$ cat src/rtl/tick_pkg.sv
package tick_pkg;
    typedef enum logic [1:0] {
        TIER_DEAD  = 2'd0,
        TIER_MINOR = 2'd1,
        TIER_MID   = 2'd2,
        TIER_GROSS = 2'd3
    } tier_e;
endpackage

$ cat src/rtl/tick_ref_sync.sv
module tick_ref_sync #(
    parameter int STAGES = 2
) (
    input  logic clk,
    input  logic rst_n,
    input  logic ref_i,
    output logic rise_o
);
    typedef struct packed {
        logic [STAGES-1:0] sh;
        logic              prev;
    } sync_t;

    sync_t s_d, s_q;

    always_comb begin
        s_d      = s_q;
        s_d.sh   = {s_q.sh[STAGES-2:0], ref_i};
        s_d.prev = s_q.sh[STAGES-1];
    end

    always_ff @(posedge clk) begin
        if (!rst_n) s_q <= '0;
        else        s_q <= s_d;
    end

    assign rise_o = s_q.sh[STAGES-1] & ~s_q.prev;

    // a held-high reference yields exactly one capture strobe
    p_single_strobe_r4: assert property (@(posedge clk) disable iff (!rst_n)
        rise_o |=> !rise_o);
endmodule

$ cat src/rtl/tick_dco.sv
module tick_dco #(
    parameter int CNT_W      = 16,
    parameter int TICKS      = 10,
    parameter int NOM_PERIOD = 500,
    localparam int IDX_W     = $clog2(TICKS)
) (
    input  logic             clk,
    input  logic             rst_n,
    input  logic [CNT_W-1:0] period_i,
    output logic             tick_o,
    output logic [IDX_W-1:0] idx_o,
    output logic [CNT_W-1:0] stamp_o,
    output logic [CNT_W-1:0] pred_o,
    output logic             win_o
);
    localparam logic [IDX_W-1:0] IDX_ONE  = IDX_W'(1);
    localparam logic [IDX_W-1:0] IDX_LAST = IDX_W'(TICKS - 1);
    localparam logic [CNT_W-1:0] CNT_ONE  = CNT_W'(1);
    localparam logic [CNT_W-1:0] NOM      = CNT_W'(NOM_PERIOD);

    typedef struct packed {
        logic [CNT_W-1:0] cnt;
        logic [CNT_W-1:0] cmp;
        logic [CNT_W-1:0] anchor;
        logic [IDX_W-1:0] idx;
    } dco_t;

    dco_t o_d, o_q;
    logic hit;

    assign hit = (o_q.cnt == o_q.cmp);

    always_comb begin
        o_d     = o_q;
        o_d.cnt = o_q.cnt + CNT_ONE;
        if (hit) begin
            o_d.cmp = o_q.cmp + period_i;
            o_d.idx = (o_q.idx == IDX_LAST) ? '0 : o_q.idx + IDX_ONE;
            if (o_q.idx == '0) o_d.anchor = o_q.cmp;
        end
    end

    always_ff @(posedge clk) begin
        if (!rst_n) begin
            o_q        <= '0;
            o_q.cmp    <= NOM;
        end else begin
            o_q        <= o_d;
        end
    end

    assign tick_o  = hit;
    assign idx_o   = o_q.idx;
    assign stamp_o = o_q.cnt;
    assign pred_o  = (o_q.idx == '0) ? o_q.cmp : o_q.anchor;
    assign win_o   = (o_q.idx == '0) || (o_q.idx == IDX_ONE);

    // Checker state: cycles since last tick and the period it promised
    logic [CNT_W-1:0] gap_q, gexp_q;
    logic [IDX_W-1:0] lidx_q;
    logic             seen_q;

    always_ff @(posedge clk) begin
        if (!rst_n) begin
            gap_q  <= '0;
            gexp_q <= NOM;
            lidx_q <= '0;
            seen_q <= 1'b0;
        end else if (tick_o) begin
            gap_q  <= CNT_ONE;
            gexp_q <= period_i;
            lidx_q <= idx_o;
            seen_q <= 1'b1;
        end else begin
            gap_q  <= gap_q + CNT_ONE;
        end
    end

    p_tick_spacing_r2: assert property (@(posedge clk) disable iff (!rst_n)
        tick_o |-> gap_q == gexp_q);
    p_no_missed_tick_r2: assert property (@(posedge clk) disable iff (!rst_n)
        gap_q <= gexp_q);
    p_first_index_r3: assert property (@(posedge clk) disable iff (!rst_n)
        (tick_o && !seen_q) |-> idx_o == '0);
    p_index_step_r3: assert property (@(posedge clk) disable iff (!rst_n)
        (tick_o && seen_q) |->
            idx_o == ((lidx_q == IDX_LAST) ? '0 : lidx_q + IDX_ONE));
endmodule

$ cat src/rtl/tick_corr.sv
module tick_corr
    import tick_pkg::*;
#(
    parameter int CNT_W      = 16,
    parameter int TICKS      = 10,
    parameter int NOM_PERIOD = 500,
    parameter int PER_MIN    = 480,
    parameter int PER_MAX    = 520,
    parameter int DEAD_LIM   = 4,
    parameter int MINOR_LIM  = 80,
    parameter int GROSS_LIM  = 400,
    parameter int MINOR_STEP = 1,
    parameter int GROSS_STEP = 6,
    parameter int MOD_SHIFT  = 3,
    parameter int LOCK_N     = 3
) (
    input  logic             clk,
    input  logic             rst_n,
    input  logic             rise_i,
    input  logic             win_i,
    input  logic [CNT_W-1:0] stamp_i,
    input  logic [CNT_W-1:0] pred_i,
    output logic [CNT_W-1:0] period_o,
    output logic             lock_o
);
    localparam int LCW = $clog2(LOCK_N + 1);
    localparam logic [LCW-1:0]   LMAX  = LCW'(LOCK_N);
    localparam logic [LCW-1:0]   LONE  = LCW'(1);
    localparam logic [CNT_W-1:0] PMIN  = CNT_W'(PER_MIN);
    localparam logic [CNT_W-1:0] PMAX  = CNT_W'(PER_MAX);
    localparam logic [CNT_W-1:0] PNOM  = CNT_W'(NOM_PERIOD);
    localparam logic [CNT_W-1:0] DLIM  = CNT_W'(DEAD_LIM);
    localparam logic [CNT_W-1:0] MLIM  = CNT_W'(MINOR_LIM);
    localparam logic [CNT_W-1:0] GLIM  = CNT_W'(GROSS_LIM);
    localparam logic [CNT_W-1:0] SMIN  = CNT_W'(MINOR_STEP);
    localparam logic [CNT_W-1:0] SGRS  = CNT_W'(GROSS_STEP);
    localparam logic [CNT_W-1:0] TDIV  = CNT_W'(TICKS);

    typedef struct packed {
        logic [CNT_W-1:0] period;
        logic             lock;
        logic [LCW-1:0]   lcnt;
    } corr_t;

    corr_t c_d, c_q;

    logic signed [CNT_W-1:0] err;
    logic [CNT_W-1:0]        mag;
    tier_e                   tier;
    logic [CNT_W-1:0]        step;
    logic signed [CNT_W+1:0] sum;
    logic [CNT_W-1:0]        clamped;
    logic [LCW-1:0]          lnext;
    logic                    use_w;

    assign use_w = rise_i && win_i;

    always_comb begin
        err = $signed(stamp_i - pred_i);
        mag = err[CNT_W-1] ? $unsigned(-err) : $unsigned(err);

        if (mag <= DLIM)      tier = TIER_DEAD;
        else if (mag <= MLIM) tier = TIER_MINOR;
        else if (mag <= GLIM) tier = TIER_MID;
        else                  tier = TIER_GROSS;

        case (tier)
            TIER_MINOR: step = SMIN;
            TIER_MID:   step = (mag >> MOD_SHIFT) / TDIV;
            TIER_GROSS: step = SGRS;
            default:    step = '0;
        endcase

        if (err[CNT_W-1]) sum = $signed({2'b00, c_q.period}) - $signed({2'b00, step});
        else              sum = $signed({2'b00, c_q.period}) + $signed({2'b00, step});

        if (sum < $signed({2'b00, PMIN}))      clamped = PMIN;
        else if (sum > $signed({2'b00, PMAX})) clamped = PMAX;
        else                                   clamped = sum[CNT_W-1:0];

        lnext = (c_q.lcnt == LMAX) ? LMAX : c_q.lcnt + LONE;
    end

    always_comb begin
        c_d = c_q;
        if (use_w) begin
            if (tier == TIER_DEAD) begin
                c_d.lcnt = lnext;
                if (lnext == LMAX) c_d.lock = 1'b1;
            end else begin
                c_d.lcnt   = '0;
                c_d.period = clamped;
                if (tier == TIER_GROSS) c_d.lock = 1'b0;
            end
        end
    end

    always_ff @(posedge clk) begin
        if (!rst_n) begin
            c_q.period <= PNOM;
            c_q.lock   <= 1'b0;
            c_q.lcnt   <= '0;
        end else begin
            c_q        <= c_d;
        end
    end

    assign period_o = c_q.period;
    assign lock_o   = c_q.lock;

    p_period_bounds_r10: assert property (@(posedge clk) disable iff (!rst_n)
        (period_o >= PMIN) && (period_o <= PMAX));
    p_deadband_hold_r5: assert property (@(posedge clk) disable iff (!rst_n)
        (use_w && tier == TIER_DEAD) |=> $stable(period_o));
    p_ignored_edge_r9: assert property (@(posedge clk) disable iff (!rst_n)
        (rise_i && !win_i) |=> ($stable(period_o) && $stable(lock_o)));
    p_gross_unlock_r8: assert property (@(posedge clk) disable iff (!rst_n)
        (use_w && tier == TIER_GROSS) |=> !lock_o);
    p_lock_source_r11: assert property (@(posedge clk) disable iff (!rst_n)
        $rose(lock_o) |-> $past(use_w && tier == TIER_DEAD));
endmodule

$ cat src/rtl/tick_mult.sv
module tick_mult #(
    parameter int CNT_W       = 16,
    parameter int TICKS       = 10,
    parameter int NOM_PERIOD  = 500,
    parameter int PER_MIN     = 480,
    parameter int PER_MAX     = 520,
    parameter int DEAD_LIM    = 4,
    parameter int MINOR_LIM   = 80,
    parameter int GROSS_LIM   = 400,
    parameter int MINOR_STEP  = 1,
    parameter int GROSS_STEP  = 6,
    parameter int MOD_SHIFT   = 3,
    parameter int LOCK_N      = 3,
    parameter int SYNC_STAGES = 2
) (
    input  logic                     clk,
    input  logic                     rst_n,
    input  logic                     ref_i,
    output logic                     tick_o,
    output logic [$clog2(TICKS)-1:0] tick_idx_o,
    output logic [CNT_W-1:0]         period_o,
    output logic                     lock_o
);
    logic             rise;
    logic             win;
    logic [CNT_W-1:0] stamp;
    logic [CNT_W-1:0] pred;

    tick_ref_sync #(.STAGES(SYNC_STAGES)) u_sync (
        .clk    (clk),
        .rst_n  (rst_n),
        .ref_i  (ref_i),
        .rise_o (rise)
    );

    tick_dco #(
        .CNT_W      (CNT_W),
        .TICKS      (TICKS),
        .NOM_PERIOD (NOM_PERIOD)
    ) u_dco (
        .clk      (clk),
        .rst_n    (rst_n),
        .period_i (period_o),
        .tick_o   (tick_o),
        .idx_o    (tick_idx_o),
        .stamp_o  (stamp),
        .pred_o   (pred),
        .win_o    (win)
    );

    tick_corr #(
        .CNT_W      (CNT_W),
        .TICKS      (TICKS),
        .NOM_PERIOD (NOM_PERIOD),
        .PER_MIN    (PER_MIN),
        .PER_MAX    (PER_MAX),
        .DEAD_LIM   (DEAD_LIM),
        .MINOR_LIM  (MINOR_LIM),
        .GROSS_LIM  (GROSS_LIM),
        .MINOR_STEP (MINOR_STEP),
        .GROSS_STEP (GROSS_STEP),
        .MOD_SHIFT  (MOD_SHIFT),
        .LOCK_N     (LOCK_N)
    ) u_corr (
        .clk      (clk),
        .rst_n    (rst_n),
        .rise_i   (rise),
        .win_i    (win),
        .stamp_i  (stamp),
        .pred_i   (pred),
        .period_o (period_o),
        .lock_o   (lock_o)
    );

    // no tick can be pending while the period is still nominal and idle
    p_reset_period_r1: assert property (@(posedge clk)
        !rst_n |=> (period_o == CNT_W'(NOM_PERIOD)) && !lock_o && !tick_o);
endmodule

$ cat config.mk
export PLATFORM = sky130hd
export DESIGN_NAME = tick_mult
export DESIGN_NICKNAME = d
export VERILOG_FILES = /design/src/rtl/tick_pkg.sv /design/src/rtl/tick_ref_sync.sv /design/src/rtl/tick_dco.sv /design/src/rtl/tick_corr.sv /design/src/rtl/tick_mult.sv
export SDC_FILE = /design/constraint.sdc
export NUM_CORES = 1
export LEC_CHECK = 0
export ABC_AREA = 1
export CAP_MARGIN = 5
export CORE_MARGIN = 10
export CORE_UTILIZATION = 36
export CTS_BUF_LIST = sky130_fd_sc_hd__clkbuf_8
export DETAILED_ROUTE_END_ITERATION = 6
export HOLD_SLACK_MARGIN = 0.1
export PLACE_DENSITY = 0.52
export REMOVE_ABC_BUFFERS = 1
export SLEW_MARGIN = 5
export SYNTH_ARGS = -nofsm -noshare
export SYNTH_HDL_FRONTEND = slang
export SYNTH_SLANG_ARGS = --single-unit
$ cat constraint.sdc
create_clock -name clk -period 11.2 [get_ports clk]
set_input_delay 1.68 -clock clk [delete_from_list [all_inputs] [get_ports clk]]
set_output_delay 1.68 -clock clk [all_outputs]
set_load 0.01 [all_outputs]
======== Yosys cells after proc, flatten, opt, wreduce, memory -nomap -nowiden ========
Cells that the tools add are included.
cells by class
  bitwise logic cells ..................... 3
  $lt $le $gt $ge ......................... 5
  muxes and demuxes ....................... 14
  multiply operators ...................... 0
  eq/ne operators ......................... 9
  reduce and logical (&&, ||, !) cells .... 7
  add/subtract/negate cells ............... 8
  shift operators ......................... 0
  div/mod/pow operators ................... 1
operator list
  cell                                                                                number
  16-bit 2-to-1 mux                                                                   4
  16-bit one-hot mux with 3 select lines                                              1
  18-bit by 11-bit greater-than comparator with 1-bit output (second input constant)  1
  18-bit by 10-bit < comparator with 1-bit output (second input constant)             1
  18-bit 2-to-1 mux                                                                   1
  16-bit by 16-bit adder with 17-bit output                                           1
  16-bit by 16-bit subtractor with 17-bit output                                      1
  16-bit by 1-bit adder with 16-bit output (second input constant)                    1
  16-bit adder                                                                        1
  13-bit by 4-bit divider with 16-bit output (second input constant)                  1
  16-bit equality test                                                                1
  16-bit by 3-bit <= comparator with 1-bit output (second input constant)             1
  16-bit by 7-bit <= comparator with 1-bit output (second input constant)             1
  16-bit by 9-bit <= comparator with 1-bit output (second input constant)             1
  16-bit negator                                                                      1
  16-bit subtractor                                                                   1
  2-bit equality test (second input constant)                                         4
  2-bit 2-to-1 mux                                                                    3
  4-bit by 1-bit adder with 4-bit output (second input constant)                      1
  4-bit by 1-bit equality test with 1-bit output (second input constant)              1
  4-bit equality test (second input constant)                                         1
  4-bit logical NOT                                                                   1
  4-bit 2-to-1 mux                                                                    1
  1-bit 2-to-1 mux                                                                    3
  12 further kinds                                                                    13
storage, ports and cells
  bits in registers ....................... 74
  memories ................................ 0
  logic and storage cells ................. 56
  input port bits ......................... 3
  memory bits (read-only) ................. 0
  output and inout bits ................... 22
  bits in latches ......................... 0
  bits in writable memories ............... 0

======== Depth between registers and ports, before layout ========
Gate-level depths: netlist (run 1).
  depth in word-level cells ............... 16
  depth in mapped cells ................... 88
  depth with buffers taken out ............ 86

======== Hierarchy ========
From an unflattened synthesis (run 1), not the netlist that was laid out.
second synthesis, totals
  cells, all modules ...................... 1329
  area, all modules ....................... 7932.6 um^2
by module, submodules not included
  module         cells an instance  area an instance (um^2)  seq. area each (um^2)  instances
  tick_corr      711                4147.7                   380.4                  1
  tick_dco       607                3692.3                   1041.0                 1
  tick_ref_sync  11                 92.6                     60.1                   1

======== Worst setup path after synthesis (run 1) ========
No wires, ideal clock.
  path kind ............................... register -> register
  from .................................... register u_dco.o_q (netlist bit u_dco.idx_o[0])
  to ...................................... register u_corr.c_q (netlist bit u_corr.period_o[5])
  stages on the path, launching flop included .. 77
  library setup time ...................... 120 ps
  path slack .............................. 3167 ps
  clock period less this slack ............ 8033 ps
  arrival ................................. 7913 ps
  data required time ...................... 11080 ps
  path buffers ............................ 2
  cells stage by stage .................... dfxtp_1 nor2_4 nand2_4 buf_8 buf_4 o21ai_0 ha_1 inv_1 fa_1 nand2_1 nand3b_1 nand2_1 nand2_1 nand2_1 nand2_1 nand2_2 nand3_1 nor2_1 (+41 left out) nand2_1 a21oi_1 nor2_1 nor2_1 inv_1 a21oi_1 o21ai_0 nand2_1 o21ai_0 o21ai_0 nand2_1 nor3b_1 nand4_1 nor3_1 nor3_1 nand2_1 nor2_1 nor2_1
on the way
  longest elaborated chain between the ends .. 16
  elaborated cells between the ends (all ways) .. 29
  those cells by class .................... 4 x add/sub; 1 x div; 5 x order compare; 4 x eq/ne; 9 x mux; 1 x bitwise; 5 x reduce/logical
ends and longest elaborated chain
  what                                                                                                 line             RTL
  start: declaration                                                                                   tick_dco.sv:28   dco_t o_d, o_q;
  4-bit logical NOT (*)                                                                                tick_dco.sv:55   assign pred_o = (o_q.idx == '0) ? o_q.cmp : o_q.anchor;
  16-bit 2-to-1 mux (*)                                                                                tick_dco.sv:55
  named net pred[0]                                                                                    tick_mult.sv:27  logic [CNT_W-1:0] pred;
  16-bit subtractor (*)                                                                                tick_corr.sv:59  err = $signed(stamp_i - pred_i);
  branches (longest 13 deep; another with 18-bit by 11-bit greater-than comparator with 1-bit output)  --
  end: declaration                                                                                     tick_corr.sv:45  corr_t c_d, c_q;
Mark *: on every way through the listed nets, which the timed path passes.
A chain may end at the register's enable or synchronous reset.

======== Worst setup path in the final report (run 1) ========
  from .................................... register u_dco.o_q (netlist bit u_dco.idx_o[2])
  to ...................................... register u_corr.c_q (netlist bit u_corr.period_o[1])
on the way
  longest elaborated chain between the ends .. 16
  elaborated cells between the ends (all ways) .. 29
  those cells by class .................... 4 x add/sub; 1 x div; 5 x order compare; 4 x eq/ne; 9 x mux; 1 x bitwise; 5 x reduce/logical
ends and longest elaborated chain
  what
  branches (longest 16 deep; another with 18-bit by 11-bit greater-than comparator with 1-bit output)
Several ways; the timed one is not identified.

==> results of run 1 <==
[through the flow]
stage               utilization  total power, mW  worst slack (ns)  cell area (sq um)
floorplan                     -           0.3263             2.777               6868
global route             0.3972           0.6079            0.5255               7705
finish                   0.3972           0.5766             1.778               7705
CTS                      0.3972           0.5853             1.684               7705
detailed placement       0.3854           0.3450             1.744               7477
global placement         0.3854           0.3457             1.813               7477
[area by class of cell]
type,instances,area [sq um],area share
Timing Repair Buffer,29,277.8,0.03605
Clock inverter,6,90.09,0.01169
Sequential cell,74,1481,0.1923
Inverter,159,601.8,0.07811
Clock buffer,10,137.6,0.01786
Tap cell,265,331.6,0.04303
Multi-Input combinational cell,812,4785,0.6210
[state kept, by name, summed over array words and instances, names as in the netlist]
register / count
u_sync.s_d: 2
u_corr.c_q: 2
u_dco.o_q: 32
u_sync.s_q: 1
u_dco.idx_o: 4
u_corr.period_o: 16
u_dco.stamp_o: 16
u_corr.lock_o: 1
[layer usage]
| metal | GRT usage | vias to the layer above |
|---|---|---|
| met5 | 0 | - |
| met4 | 0.03548 | 0 |
| met3 | 0.02031 | 16 |
| met2 | 0.2305 | 61 |
| met1 | 0.1645 | 2905 |
| li1 | - | 3529 |
[power groups by stage]
stage | combinational [mW] | sequential [mW] | clock [mW]
after floorplan | 0.0511 | 0.275 | 0
after CTS | 0.0695 | 0.270 | 0.246
after detailed placement | 0.0692 | 0.276 | 0
after global routing | 0.0802 | 0.270 | 0.257
final | 0.0690 | 0.270 | 0.238
after global placement | 0.0699 | 0.276 | 0
[worst paths after layout]
check                                          end  cells after the start      startpoint  slack (ns)
worst min-delay path                 u_sync.s_d[0]                      2   u_sync.s_d[2]        0.42
worst min register to register       u_sync.s_d[0]                      2   u_sync.s_d[2]        0.42
worst max register to register  u_corr.period_o[1]                     63  u_dco.idx_o[2]        1.78
worst max-delay path            u_corr.period_o[1]                     63  u_dco.idx_o[2]        1.78
[critical path, delay by kind of cell (launching register included)]
| family | cells | cell delay [ns] |
|---|---|---|
| compound gates | 15 | 2.75 |
| xor+xnor | 2 | 0.90 |
| fa+ha+maj | 3 | 0.91 |
| buf+inv | 2 | 0.11 |
| flops | 1 | 0.37 |
| mux | 1 | 0.28 |
| simple gates | 40 | 4.03 |
[placed cells by master (no fill, tap or decap), types with 5 or more instances in the layout]
master           synthesis  final
clkbuf_8                 0     10
o21ai_0                 61     61
nor2_2                   5      5
o21bai_1                 7      7
mux2i_1                  9      9
inv_2                   11     11
nand3_1                 67     67
dfxtp_1                 74     74
xor2_1                  28     28
buf_4                   21      5
xnor2_1                 12     12
a21o_1                   5      5
o31ai_1                  5      5
ha_1                    49     49
a21oi_1                 82     82
nor3_1                  22     22
nand2_4                 10     10
nand4_1                 19     19
a211oi_1                13     13
inv_1                  142    142
conb_1                   2     14
nand2_1                194    194
nand2_2                 41     41
nor2_1                  99     99
clkdlybuf4s50_1          0     24
nand3_2                 16     16
[cells by family (layout without fill, tap and decap cells)]
kind of cell               after synthesis  after routing  share of synthesized area
AOI/OAI and AO/OA                      197            197                     0.1593
buffers and inverters                  198            204                     0.1198
muxes                                   10             10                    0.01469
adders and majority gates               53             53                    0.09807
and+or+nand+nor                        497            497                     0.3455
DFF                                     74             74                     0.2096
other                                    2             14                   0.001063
xor gates and xnor gates                41             41                    0.05187
==> run summary, run 1 <==
The run finished with clean final reports. Placement row count: 51. Width of the chip: 160.1 microns. The fraction of layout cells with a size suffix above 1 was 0.1119. The share of the cycle needed by the critical path after routing came out at 0.8412. The clock input transition at the sequential cells of the worst setup and hold paths came out at 0.09 ns. The fraction of power spent switching nets came out at 0.2653. Summed over all layers, the routed wires come to 17150 microns. The number of antenna violations at the first check in global routing came out at 0.

Once the clock tree was built, the resizer swapped 0 gates to a different size. The routed length per instance came out at 12.66 microns. The global-route congestion overflow total was 0.

After detailed routing, the number of remaining DRC violations is 0. The CTS buffer count came out at 9. The number of synthesized flops with an enable pin is 0, and the relative contribution of sequential cells to total power is 0.468. After floorplanning, the core was sized to cover 19400 sq um. For the combinational share of power, the log shows 0.120. At the worst endpoint, the required time is 11.48 ns. The mapped netlist covers 7068 sq um. Counting tap cells, the placed design contains a total of 1339 instances. The tools report the leakage power as 3.630 nW.

The tightest slew margin relative to the limit was 0.4127; the worst-margin pin slew was 0.8788 ns. The most common cell in the synthesized netlist is nand2_1. The number of setup violations in the final report is 0. The repair_antennas step left the layout with diodes totalling 0. The total of warnings raised by yosys was 0. The register area share after synthesis is 0.2096, and the via count of the first global-routing pass is 6112. The top cell type's share of synthesized area is 0.2096, and the via total after detailed routing is 6511.

Buffers added to address setup during post-CTS repair amount to 0. The filler cells instantiated in the layout total 2148. The routed design uses 8169 microns of met2 wire.

The final weighted congestion in routability-driven placement was 0.8386. In the post-synthesis netlist, the biggest area contributors are dfxtp_1 21%, nand2_1 10%, ha_1 8.7%, inv_1 7.5%, a21oi_1 5.8%. The detailed router's first-iteration violation count is 316. The cell count after synthesis was 1072. The number of I/O port buffers was 24. The startpoint type of the worst setup path is a flop.

The met1 wire length is 8382 microns. The unique cell type count in the Yosys netlist came out at 57. At the end of the flow, the number of nets in the layout was 1141. The largest fanout on the critical path came out at 23.

The floorplan step defined a die boundary enclosing 25640 sq um. The tool flagged a number of max-cap violations equal to 0. Summed over all instances, the cell type with the most area after synthesis is dfxtp_1.

For this run, the detailed router's first-pass iteration total came to 5. After synthesis the netlist holds a flip-flop and latch count of 74. For this run, the leading register cell type out of synthesis is dfxtp_1. Buffers inserted to repair hold after CTS numbered 0. For the cell-internal power, the log shows 0.4236 mW. In this run the deepest clock path goes through 2 buffers.

The routed design could run at a clock period as short as 9.422 ns. IR analysis of the VDD net gives a maximum drop of 59.79 uV. The ratio of total power to cell area is 74.83 nW/um^2. The final-layout worst hold slack is 0.4185 ns. The I/O pin count is 25, and the clock network fraction of design power is 0.413. STA classifies the critical path endpoint as a flop. The share of synthesized flip-flops with an asynchronous set or reset came out at 0. The die is 160.1 microns tall. The tightest min-delay check is of the reg -> reg type. The detailed router used layers up to and including met4. The logs give 3 for the CTS H-tree depth and 0.3644 for the initial core utilization. The cell with the largest stage delay on the worst path is xor2_2. The final setup TNS was 0 ns. Counting every sink on the clock net gives 74. Compared with the post-synthesis result, the final layout area differs by 9.010%. A synthesized cell averages 6.593 sq um. For this design the total switching power over the nets is 0.1530 mW.

Leaving out filler cells and counting taps, the final layout contains 1355. For the max-slew violation total from the final report, the log shows 0. Entering global routing, the biggest net connects 36 pins. Clock latency on the worst-skew pair, taken at its later pin, is 0.36 ns. For the number of antenna-violating nets in the routed design, the log shows 0. Dividing the detail-routed via count by the number of cells gives 4.805. The clock arrives with 0.01623 ns of skew. TritonCTS built the clock tree. The stage delay of the slowest cell on the critical path works out to 0.56 ns.

The critical path is of the reg -> reg type. After detailed routing, the met3 layer carries 380 microns of wire. The run gives 0.1320 as the overall track demand over capacity in global routing. Setup repair after global routing left no endpoint under its margin.

Detailed placer's ending HPWL: 13810 microns. By count the netlist is led by 194 x nand2_1, 142 x inv_1, 99 x nor2_1. The highest clock rate is 106.1 MHz, and the data arrival time of the critical path is 9.70 ns. The root buffer selected by CTS was clkbuf_8. The logs give 0 for the total count of hold-check failures in the final report and 28790 microns for the wire length of the first global-routing pass.
No activity file was read; power rests on OpenSTA's default activity.
==> inputs of run 2 (changes only) <==
clock period = 8.7 ns   (was 11.2 ns; I/O delays follow)
==> run 2 against run 1 <==
Compared with the run above:
- sequential share of layout area down 2.9 points
- setup slack worse by 1.6 ns
- fmax increased by 10%
- core utilization is 7.2 points higher
- global-route usage grew 0.37 points
- via count is 5.0% higher
- first-iteration DRC count fell by 14%
- combinational power increased by 52%
- clock-buffer cell count fell by 1
- critical endpoint is now u_corr.period_o[0]
- largest cell class unchanged
- largest power group unchanged
- highest routed layer unchanged
==> run summary, run 2 (synthesis results as in run 1) <==
The tools report the post-route DRC violation count as 0 (unchanged). The highest clock rate was 117.1 MHz (+10%). The most repeated library cell on the critical path was nand2_4. The worst hold path terminates at u_sync.s_d[0]. The run gives 2 (unchanged) as the deepest clock path buffer count.

The fraction of layout cells with a size suffix above 1 works out to 0.2761 (+0.1642). STA classifies the critical path startpoint as a flop. TritonCTS built the clock tree. Setup repair after global routing could not meet its margin everywhere.

Register bank with the most flops: u_dco.o_q. The run gives 1199 (+5.1%) as the total number of nets in the final design. The cell count of the worst hold path was 2 (unchanged).

The overall track demand over capacity in global routing came out at 0.1358 (+0.003728). The library cell used most frequently in the layout, excluding fill and tap cells, is nand2_1. The tools report the placement row count as 51 (unchanged).

Path type of the worst setup path: reg -> reg. The stage delay of the slowest cell on the critical path came out at 0.43 ns (-0.13 ns). The final standard cell utilization of the core was 0.4690 (+0.07185). The number of flip-flops under the largest register name is 32 (unchanged), and the number of antenna violations at the first check in global routing is 0 (unchanged). STA classifies the critical path endpoint as a flop. CTS placed an instance of clkbuf_8 at the clock tree root. The run finished with clean final reports. The total count of hold-check failures in the final report was 0 (unchanged); the setup slack of the most critical reg-to-reg path was 0.16 ns (-1.62 ns). The logs give 0 (unchanged) for the number of setup violations in the final report and 5668 sq um (+18%) for the area occupied by multi-input gates. The worst-margin pin slew came out at 0.8642 ns (-0.01455 ns). The ratio of total power to cell area is 83.41 nW/um^2 (+11%), and the number of diodes is 0 (unchanged). The floorplan die area was 25640 sq um (unchanged); the largest fanout on the critical path was 5 (-78%).

The run gives 8.95 ns (-2.53 ns) as the endpoint required time on the critical path. The logs give 25 (unchanged) for the I/O pin count and 0.3644 (unchanged) for the initial core utilization. For the peak ir drop on the vdd network, the log shows 76.67 uV (+28%). The routed length per instance is 12.95 microns (+2.3%).

In this run the critical register-to-register path is launched from u_dco.idx_o[2]. The startpoint identified for the worst hold timing path is u_sync.s_d[2]. In the layout the commonest cells are 151 x nand2_1, 138 x inv_1, 84 x nor2_1. The max-slew violation total from the final report is 0 (unchanged). The leakage power was 4.126 nW (+14%); the largest net degree at the start of global routing was 36 (unchanged). The tightest slew margin relative to the limit is 0.4225 (+0.009726), and the final critical delay including setup and external delays is 8.540 ns (-0.8819 ns).

The detailed placer's ending HPWL came out at 13790 microns (-0.17%). Wire length of the first global-routing pass: 29950 microns (+4.1%). The total wire length was 18290 microns (+6.7%). The run gives 0.1601 ns (-1.618 ns) as the worst setup margin.

The path class of the tightest hold or removal check is reg -> reg. The detailed-routing iteration count for the pre-antenna-repair pass was 6 (+1); the data arrival time of the critical path was 8.79 ns (-0.91 ns). The run gives 0 (unchanged) as the global-route congestion overflow total.

Relative to the synthesized area, the layout overhead comes to 28.73%. For the worst-skew pair later-pin latency, the log shows 0.36 ns (about the same). Among all stages on the critical path, the largest delay is contributed by fa_2. The run gives 19400 sq um (unchanged) as the area of the core region. Share of the cycle needed by the critical path after routing: 0.9816 (+0.1404).

The width of the chip was 160.1 microns (unchanged). The worst clock skew is 0.01135 ns (-0.004879 ns), and the area occupied by registers is 1489 sq um (+0.51%). The die span in y was 160.1 microns (unchanged). The worst slack at placement is -0.1841 ns (-1.928 ns), and the clock input transition at the sequential cells of the worst setup and hold paths is 0.09 ns (about the same). The number of vias per cell is 4.839 (+0.70%).

Via total after detailed routing: 6837 (+5.0%). The logs give 272 (-14%) for the detailed router's first-iteration violation count and 0 (unchanged) for the number of maximum-capacitance violations. The final weighted congestion in routability-driven placement was 0.8423 (+0.44%); the number of I/O port buffers was 24 (unchanged).

The logs give 9 (unchanged) for the CTS buffer count and 6365 (+4.1%) for the via count of the first global-routing pass. CTS H-tree depth: 3 (unchanged). The logs give 0 (unchanged) for the number of antenna-violating nets in the routed design and 2020 (-6.0%) for the count of filler cells inserted in the layout.

The TritonCTS sink count is 74 (unchanged), and the cell depth of the worst flop-to-flop path is 77 (+22%). The endpoint of the most critical register-to-register path is u_corr.period_o[0].
run 2: metal layers:
metal	vias up	track usage	routed length, microns
li1	3639	-	-
met3	15	0.01697	434
met2	45	0.2437	9335
met5	-	0	0
met4	0	0.03047	233
met1	3138	0.1682	8291
run 2: through the flow:
| stage | instance area, sq um | cells | hold WS (ns) | total power [mW] | setup TNS, ns |
|---|---|---|---|---|---|
| final | 9099 | 1413 | 0.4116 | 0.7590 | 0 |
| after global routing | 9099 | 1413 | 0.4138 | 0.7951 | -4.756 |
| after CTS | 8030 | 1386 | 0.4069 | 0.7582 | 0 |
| after detailed placement | 7685 | 1365 | 0.4009 | 0.4472 | -1.125 |
| after global placement | 7685 | 1365 | 0.3939 | 0.4479 | -0.5008 |
| after floorplan | 6868 | 1045 | 0.3900 | 0.4201 | 0 |
run 2: final cells by class:
cell class / instances / share of cell area
tap: 265 / 0.03644
timing repair buffer: 87 / 0.08595
clock buffer: 9 / 0.01361
multi-input combinational: 812 / 0.6229
sequential: 74 / 0.1636
inverter: 159 / 0.06628
clock inverter: 7 / 0.01114
run 2: power by group:
group	total [mW]	switching [mW]	internal [mW]
combinational	0.105	0.0636	0.0415
sequential	0.347	0.00531	0.342
clock	0.307	0.143	0.164
run 2: worst max-delay path by stage:
stage | start | cells after the start | slack, ns | endpoint
2_1_floorplan | u_dco.idx_o[1] | 66 | 0.28 | u_corr.period_o[1]
3_3_place_gp | u_dco.idx_o[3] | 75 | -0.11 | u_corr.period_o[1]
3_5_place_dp | u_dco.idx_o[3] | 75 | -0.18 | u_corr.period_o[1]
4_1_cts | u_dco.idx_o[3] | 78 | 0.0004 | u_corr.period_o[5]
5_1_grt | u_dco.idx_o[3] | 81 | -0.52 | u_corr.period_o[5]
6_report | u_dco.idx_o[2] | 77 | 0.16 | u_corr.period_o[0]
run 2: worst max-delay path, delay by kind of cell (launching register included):
| kind | cells | cell delay (ns) |
|---|---|---|
| xor+xnor | 1 | 0.14 |
| compound gates | 10 | 1.41 |
| flops | 1 | 0.35 |
| simple gates | 55 | 4.73 |
| buf+inv | 7 | 0.62 |
| fa+ha+maj | 4 | 1.16 |
run 2: repair_timing:
action | CTS | global route
hold buffers | 0 | 0
resized for setup | 26 | 197
hold endpoints to repair | 0 | 0
endpoints found under the setup margin | 10 | 10
pin swaps | 8 | 72
buffers inserted | 5 | 27
==> inputs of run 3 (changes only) <==
SLEW_MARGIN = not set   (was 5)
==> results of run 3 <==
The final DEF is identical to that of run 2; final timing and power are the same.
